--- src/rtl/wkp_pkg.sv ---
package wkp_pkg;

  typedef enum logic [1:0] {
    ST_IDLE = 2'd0,
    ST_DOM1 = 2'd1,
    ST_REC  = 2'd2,
    ST_DOM2 = 2'd3
  } wkp_state_e;

  function automatic int unsigned wkp_max(input int unsigned a, input int unsigned b);
    return (a > b) ? a : b;
  endfunction

endpackage

--- src/rtl/wkp_sync.sv ---
module wkp_sync #(
  parameter int unsigned STAGES = 2
) (
  input  logic clk_i,
  input  logic rst_ni,
  input  logic d_i,
  output logic q_o
);

  logic [STAGES-1:0] chain_q;

  generate
    if (STAGES == 1) begin : g_single
      always_ff @(posedge clk_i or negedge rst_ni) begin
        if (!rst_ni) chain_q <= '0;
        else         chain_q <= d_i;
      end
    end else begin : g_multi
      always_ff @(posedge clk_i or negedge rst_ni) begin
        if (!rst_ni) chain_q <= '0;
        else         chain_q <= {chain_q[STAGES-2:0], d_i};
      end
    end
  endgenerate

  assign q_o = chain_q[STAGES-1];

endmodule

--- src/rtl/wkp_glitch_filter.sv ---
module wkp_glitch_filter #(
  parameter int unsigned FLT_CYC = 4
) (
  input  logic clk_i,
  input  logic rst_ni,
  input  logic raw_i,
  output logic filt_o
);

  localparam int unsigned CW = (FLT_CYC > 1) ? $clog2(FLT_CYC) : 1;
  localparam logic [CW-1:0] CNT_LAST = CW'(FLT_CYC - 1);

  logic [CW-1:0] cnt_q;
  logic          filt_q;

  // level moves only after FLT_CYC consecutive mismatching samples
  always_ff @(posedge clk_i or negedge rst_ni) begin
    if (!rst_ni) begin
      cnt_q  <= '0;
      filt_q <= 1'b0;
    end else if (raw_i == filt_q) begin
      cnt_q <= '0;
    end else if (cnt_q == CNT_LAST) begin
      filt_q <= raw_i;
      cnt_q  <= '0;
    end else begin
      cnt_q <= cnt_q + 1'b1;
    end
  end

  assign filt_o = filt_q;

  AST_FLT_MATCH_HOLD: assert property (@(posedge clk_i) disable iff (!rst_ni)
    (raw_i == filt_q) |=> $stable(filt_q));
  AST_FLT_SHORT_HOLD: assert property (@(posedge clk_i) disable iff (!rst_ni)
    ((raw_i != filt_q) && (cnt_q != CNT_LAST)) |=> $stable(filt_q));

endmodule

--- src/rtl/wkp_seq_fsm.sv ---
module wkp_seq_fsm
  import wkp_pkg::*;
#(
  parameter int unsigned DOM_CYC = 8,
  parameter int unsigned REC_CYC = 8,
  parameter int unsigned TO_CYC  = 2000
) (
  input  logic clk_i,
  input  logic rst_ni,
  input  logic filt_i,
  input  logic stby_i,
  input  logic uv_i,
  output logic wake_o
);

  localparam int unsigned PH_MAX = wkp_max(DOM_CYC, REC_CYC);
  localparam int unsigned PW     = $clog2(PH_MAX + 1);
  localparam int unsigned TW     = $clog2(TO_CYC + 1);
  localparam logic [PW-1:0] PH_SAT   = PW'(PH_MAX);
  localparam logic [PW-1:0] DOM_MIN  = PW'(DOM_CYC);
  localparam logic [PW-1:0] DOM_LAST = PW'(DOM_CYC - 1);
  localparam logic [PW-1:0] REC_MIN  = PW'(REC_CYC);
  localparam logic [TW-1:0] TO_LIM   = TW'(TO_CYC);

  wkp_state_e    state_q, state_d;
  logic [PW-1:0] pcnt_q, pcnt_d, pcnt_inc;
  logic [TW-1:0] tcnt_q, tcnt_d;
  logic          wake_q, wake_d;
  logic          filt_prev_q;
  logic          abort, rise, tmo;

  assign abort    = !stby_i || uv_i;
  assign rise     = filt_i && !filt_prev_q;
  assign tmo      = (state_q != ST_IDLE) && (tcnt_q == TO_LIM);
  assign pcnt_inc = (pcnt_q == PH_SAT) ? pcnt_q : pcnt_q + 1'b1;

  always_comb begin
    state_d = state_q;
    pcnt_d  = pcnt_q;
    tcnt_d  = (state_q != ST_IDLE) ? tcnt_q + 1'b1 : '0;
    wake_d  = wake_q;
    if (abort) begin
      state_d = ST_IDLE;
      pcnt_d  = '0;
      tcnt_d  = '0;
      if (!stby_i) wake_d = 1'b0;
    end else if (wake_q) begin
      state_d = ST_IDLE;
      pcnt_d  = '0;
      tcnt_d  = '0;
    end else if (tmo) begin
      // expiry; an edge on this very cycle opens a fresh sequence
      if (rise) begin
        state_d = ST_DOM1;
        pcnt_d  = PW'(1);
        tcnt_d  = TW'(1);
      end else begin
        state_d = ST_IDLE;
        pcnt_d  = '0;
        tcnt_d  = '0;
      end
    end else begin
      unique case (state_q)
        ST_IDLE: begin
          if (rise) begin
            state_d = ST_DOM1;
            pcnt_d  = PW'(1);
            tcnt_d  = TW'(1);
          end
        end
        ST_DOM1: begin
          if (filt_i) begin
            pcnt_d = pcnt_inc;
          end else if (pcnt_q >= DOM_MIN) begin
            state_d = ST_REC;
            pcnt_d  = PW'(1);
          end else begin
            state_d = ST_IDLE;
            pcnt_d  = '0;
            tcnt_d  = '0;
          end
        end
        ST_REC: begin
          if (!filt_i) begin
            pcnt_d = pcnt_inc;
          end else if (pcnt_q >= REC_MIN) begin
            state_d = ST_DOM2;
            pcnt_d  = PW'(1);
          end else begin
            // gap too short: this dominant edge starts over
            state_d = ST_DOM1;
            pcnt_d  = PW'(1);
            tcnt_d  = TW'(1);
          end
        end
        ST_DOM2: begin
          if (filt_i && (pcnt_q == DOM_LAST)) begin
            wake_d  = 1'b1;
            state_d = ST_IDLE;
            pcnt_d  = '0;
            tcnt_d  = '0;
          end else if (filt_i) begin
            pcnt_d = pcnt_inc;
          end else begin
            state_d = ST_IDLE;
            pcnt_d  = '0;
            tcnt_d  = '0;
          end
        end
        default: begin
          state_d = ST_IDLE;
          pcnt_d  = '0;
          tcnt_d  = '0;
        end
      endcase
    end
  end

  always_ff @(posedge clk_i or negedge rst_ni) begin
    if (!rst_ni) begin
      state_q     <= ST_IDLE;
      pcnt_q      <= '0;
      tcnt_q      <= '0;
      wake_q      <= 1'b0;
      filt_prev_q <= 1'b0;
    end else begin
      state_q     <= state_d;
      pcnt_q      <= pcnt_d;
      tcnt_q      <= tcnt_d;
      wake_q      <= wake_d;
      filt_prev_q <= filt_i;
    end
  end

  assign wake_o = wake_q;

  AST_ABORT_EMPTIES: assert property (@(posedge clk_i) disable iff (!rst_ni)
    (!stby_i || uv_i) |=> (state_q == ST_IDLE));
  AST_NORMAL_CLEARS: assert property (@(posedge clk_i) disable iff (!rst_ni)
    !stby_i |=> !wake_q);
  AST_WAKE_HELD: assert property (@(posedge clk_i) disable iff (!rst_ni)
    (wake_q && stby_i) |=> wake_q);
  AST_TMO_BOUND: assert property (@(posedge clk_i) disable iff (!rst_ni)
    (state_q != ST_IDLE) |-> (tcnt_q <= TO_LIM));
  AST_WAKE_FROM_DOM2: assert property (@(posedge clk_i) disable iff (!rst_ni)
    $rose(wake_q) |-> (($past(state_q) == ST_DOM2) && $past(filt_i)));

endmodule

--- src/rtl/wkp_wake_detector.sv ---
module wkp_wake_detector #(
  parameter int unsigned SYNC_STAGES = 2,
  parameter int unsigned FLT_CYC     = 4,
  parameter int unsigned DOM_CYC     = 8,
  parameter int unsigned REC_CYC     = 8,
  parameter int unsigned TO_CYC      = 2000
) (
  input  logic clk_i,
  input  logic rst_ni,
  input  logic bus_dom_i,
  input  logic stby_i,
  input  logic vio_uv_i,
  output logic wake_o,
  output logic rxd_o
);

  logic bus_sync;
  logic bus_filt;
  logic wake;

  wkp_sync #(
    .STAGES (SYNC_STAGES)
  ) i_sync (
    .clk_i  (clk_i),
    .rst_ni (rst_ni),
    .d_i    (bus_dom_i),
    .q_o    (bus_sync)
  );

  wkp_glitch_filter #(
    .FLT_CYC (FLT_CYC)
  ) i_filter (
    .clk_i  (clk_i),
    .rst_ni (rst_ni),
    .raw_i  (bus_sync),
    .filt_o (bus_filt)
  );

  wkp_seq_fsm #(
    .DOM_CYC (DOM_CYC),
    .REC_CYC (REC_CYC),
    .TO_CYC  (TO_CYC)
  ) i_fsm (
    .clk_i  (clk_i),
    .rst_ni (rst_ni),
    .filt_i (bus_filt),
    .stby_i (stby_i),
    .uv_i   (vio_uv_i),
    .wake_o (wake)
  );

  assign wake_o = wake;
  // recessive until woken, then the filtered bus (low = dominant)
  assign rxd_o  = wake ? !bus_filt : 1'b1;

endmodule

--- config.mk ---
export PLATFORM = sky130hd
export DESIGN_NAME = wkp_wake_detector
export DESIGN_NICKNAME = d
export VERILOG_FILES = /design/src/rtl/wkp_pkg.sv /design/src/rtl/wkp_sync.sv /design/src/rtl/wkp_glitch_filter.sv /design/src/rtl/wkp_seq_fsm.sv /design/src/rtl/wkp_wake_detector.sv
export SDC_FILE = /design/constraint.sdc
export NUM_CORES = 1
export LEC_CHECK = 0
export BUFFER_PORTS_ARGS = -buffer_cell sky130_fd_sc_hd__buf_4
export CAP_MARGIN = 20
export CORE_AREA = 2 2 54 56
export CTS_CLUSTER_DIAMETER = 150
export DETAILED_ROUTE_END_ITERATION = 16
export DIE_AREA = 0 0 56 58
export PLACE_DENSITY = 0.81
export SLEW_MARGIN = 25
export SYNTH_ARGS = -nofsm -noshare
export SYNTH_HDL_FRONTEND = slang
export SYNTH_SLANG_ARGS = --single-unit
--- constraint.sdc ---
create_clock -name clk_i -period 1.6 [get_ports clk_i]
set_input_delay 0.4 -clock clk_i [delete_from_list [all_inputs] [get_ports clk_i]]
set_output_delay 0.4 -clock clk_i [all_outputs]
set_load 0.01 [all_outputs]
==> impl_metrics.ini <==
[route]
via_count = 1133
drt-total-wl_microns = 3040
post_drt_wl_per_cell_microns = 15.3
drtAntennaViolNets = 0
drc_errors = 0
dr.pass1.iters = 4
routed_via_density = 5.72
drt-initial-drc-count = 52

[power]
p_comb_frac = 0.285
sequentialPowerShare = 0.438
p_int_mw = 1.14
switching_share = 0.284
clockPowerShare = 0.277
power.density_nw_per_um2 = 887
p_sw_uw = 453
p_leak_nw = 0.730
irDropWorstVdd_mv = 0.778

[clocking]
htreeDepth = 1
cts_buffers = 3
clock_latency_ns = 0.32
clkTransAtPathRegs_ns = 0.13
clk_path_buf_depth = 2
cts_sinks = 24
cts_tree = done
cts-root-buf = clkbuf_4

[setup_path]
crit_required_ns = 1.87
cp_max_fo = 5
crit_type = flip-flop to flip-flop
critical_path.top_delay_family = simple AND/OR/NAND/NOR gates
reg2reg_from = i_fsm.pcnt_q[1]$_DFFE_PN0N_
worstSetupStartpointType = flip-flop
max_stage_delay_ns = 0.54
reg2reg_slack_ns = -0.06
cpMaxStageDelayCell = or4_4
r2r_end = i_fsm.tcnt_q[7]$_DFF_PN0_
crit_buf_inv = 1
cp_data_arrival_time_ns = 1.92
cp-end-kind = flip-flop
ff2ff_path_depth = 6
path_cells = ha_2, nand3_2, a311oi_1, or4_4, buf_8, nor2_4

[yosys]
synthCells = 135
synth_area_leader_cell = dfrtp_1
synthTopCellsByArea = dfrtp_1, nor2_1, ha_1
synth_flop_cell = dfrtp_1
synth_fp_nets = 145
synth_top_area_frac = 0.441
synth.distinct_cells = 41
synth-edff-count = 0
synth-seq-cells = 24
ys_async_sr_fraction = 1.00
yosysSeqAreaShare = 0.441
yosysWarnings = 0
netlist_area_sq_um = 1360
synth.avg_cell_area_sq_um = 10.1

[sta]
worst_pin_slew_ns = 0.309
setup_ws_ns = -0.0557
relSlewSlack = 0.793
setup_viol = 15
fin_skew_ns = 0.000954
rsz0062_at_grt = yes
fmax_ghz = 0.604
finalHoldViolCount = 0
post-route-period-util = 1.03
finalCriticalPeriod_ns = 1.66
drv_slew = 0

[placed_design]
post-place-ws_ns = -0.0365
placement.io_buffers = 6
gp_congestion = 0.870
place_hpwl_microns = 2000

[min_path]
holdPathEnd = i_sync.chain_q[0]$_DFF_PN0_
hold_path_startpoint = bus_dom_i
min_path_type = primary input to flip-flop
holdPathStages = 1

[grt]
antenna_found_initial = 0
grt_pass1_vias = 1193
track_usage = 0.195
grt_pass1_wl_microns = 5010
grt_max_degree = 25
grt_remaining_overflow = 0

[final_layout]
nets = 178
fill_cells = 211
final_util = 0.674
diodes = 0
syn2layout_area_growth_pct = 31.9
drive_gt1_frac = 0.377
seqCellArea_sq_um = 601
multiInputGateArea_sq_um = 816

[status]
outcome = complete, but fails checks
violations = negative setup slack

[floorplanning]
die_w_microns = 56
dieArea_sq_um = 3250
die_h_microns = 58
io_pins = 7
placementRows = 19
core_area_sq_um = 2660
initial_core_util = 0.511

[job]
maxCapViolations = 0
kinds of logic after synthesis:
kind of cell,Yosys count,synth area share
flip-flops,24,0.441
XOR/XNOR,12,0.0772
multiplexers,3,0.0230
adder cells (fa/ha/maj),5,0.0460
buffers and inverters,11,0.0551
AO/OA/AOI/OAI,21,0.108
AND/OR/NAND/NOR,59,0.249
cell usage in the layout, fill, tap and decap left out, types with 2 or more instances in the layout:
master,Yosys,layout
buf_4,0,30
dfrtp_1,24,24
nand2_1,10,10
nor2_4,0,10
nor2_1,17,7
nor3_1,8,7
xnor2_1,7,7
a21oi_1,6,6
xor2_1,5,5
inv_1,6,4
nand4_1,3,3
o21ai_0,3,3
nor2b_1,3,3
ha_1,5,3
clkbuf_4,0,3
inv_2,0,2
or4_4,1,2
nand3_1,3,2
nand3b_1,2,2
nand2b_1,2,2
o22ai_1,2,2
mux2i_1,2,2
buf_8,0,2
metal layers:
metal | GRT usage | routed length, microns | vias to the layer above
met1 | 0.238 | 1310 | 550
met2 | 0.338 | 1540 | 31
li1 | - | - | 539
met3 | 0.0379 | 116 | 13
met4 | 0.0884 | 74 | 0
met5 | 0 | 0 | -
worst max-delay path by stage:
stage / startpoint / endpoint / slack (ns) / cells past startpoint
floorplan: i_fsm.tcnt_q[0]$_DFF_PN0_ / i_fsm.tcnt_q[4]$_DFF_PN0_ / 0.006 / 7
global placement: i_fsm.tcnt_q[0]$_DFF_PN0_ / i_fsm.pcnt_q[0]$_DFFE_PN0N_ / -0.02 / 6
detailed placement: i_fsm.tcnt_q[0]$_DFF_PN0_ / i_fsm.tcnt_q[2]$_DFF_PN0_ / -0.04 / 7
CTS: i_fsm.tcnt_q[0]$_DFF_PN0_ / i_fsm.tcnt_q[2]$_DFF_PN0_ / -0.005 / 7
global route: i_fsm.tcnt_q[1]$_DFF_PN0_ / i_fsm.tcnt_q[8]$_DFF_PN0_ / -0.11 / 7
finish: i_fsm.pcnt_q[1]$_DFFE_PN0N_ / i_fsm.tcnt_q[7]$_DFF_PN0_ / -0.06 / 6
what timing repair did:
action	CTS	global route
setup buffers	0	3
cloned	1	0
gates resized for setup	11	24
pin swaps	3	11
hold buffers	1	0
setup endpoints to repair	16	17
endpoints found under the hold margin	24	0
worst register-to-register path, stage by stage, from the launching register on:
cell and delay [ns]:
dfrtp_1 0.42, ha_2 0.21, nand3_2 0.08, a311oi_1 0.10, or4_4 0.54, buf_8 0.17, nor2_4 0.09
metrics by stage:
step	power [mW]	hold WS (ns)	setup TNS [ns]	instances	cell area [sq um]
2_1_floorplan	1.00	0.104	0	135	1360
3_3_place_gp	1.11	0.312	-0.0296	189	1560
3_5_place_dp	1.13	0.317	-0.115	189	1560
4_1_cts	1.58	0.172	-0.0114	195	1660
5_1_grt	1.68	0.159	-1.35	198	1800
6_report	1.59	0.177	-0.420	198	1800
area by class of cell:
class | instances | area share
Multi-Input combinational cell | 100 | 0.454
Timing Repair Buffer | 33 | 0.148
Sequential cell | 24 | 0.334
Clock inverter | 1 | 0.0167
Clock buffer | 3 | 0.0125
Inverter | 6 | 0.0125
Tap cell | 31 | 0.0216
state kept, by name, summed over array words and instances, names as in the netlist:
register and cells:
i_sync.chain_q 2, i_filter.cnt_q 2, i_filter.filt_o 1, i_fsm.pcnt_q 4
i_fsm.tcnt_q 11, i_fsm.wake_o 1, i_fsm.state_q 2, i_fsm.filt_prev_q 1
Yosys cell counts, types with 2 or more instances:
cell type,count
inv_1,6
nand3_1,3
dfrtp_1,24
xor2_1,5
xnor2_1,7
nor2b_1,3
a31oi_1,2
nand3b_1,2
o21ai_0,3
buf_6,3
nand2b_1,2
mux2i_1,2
nand2_1,10
a21oi_1,6
nand4_1,3
o22ai_1,2
nor2_1,17
ha_1,5
nor3_1,8
power by group through the flow:
stage               Combinational (mW)  Clock, mW  Sequential [mW]
floorplan                        0.294          0            0.710
global placement                 0.406          0            0.705
detailed placement               0.424          0            0.708
CTS                              0.435      0.452            0.697
global route                     0.496      0.480            0.705
finish                           0.454      0.441            0.698
(Power assumes the default switching activity.)
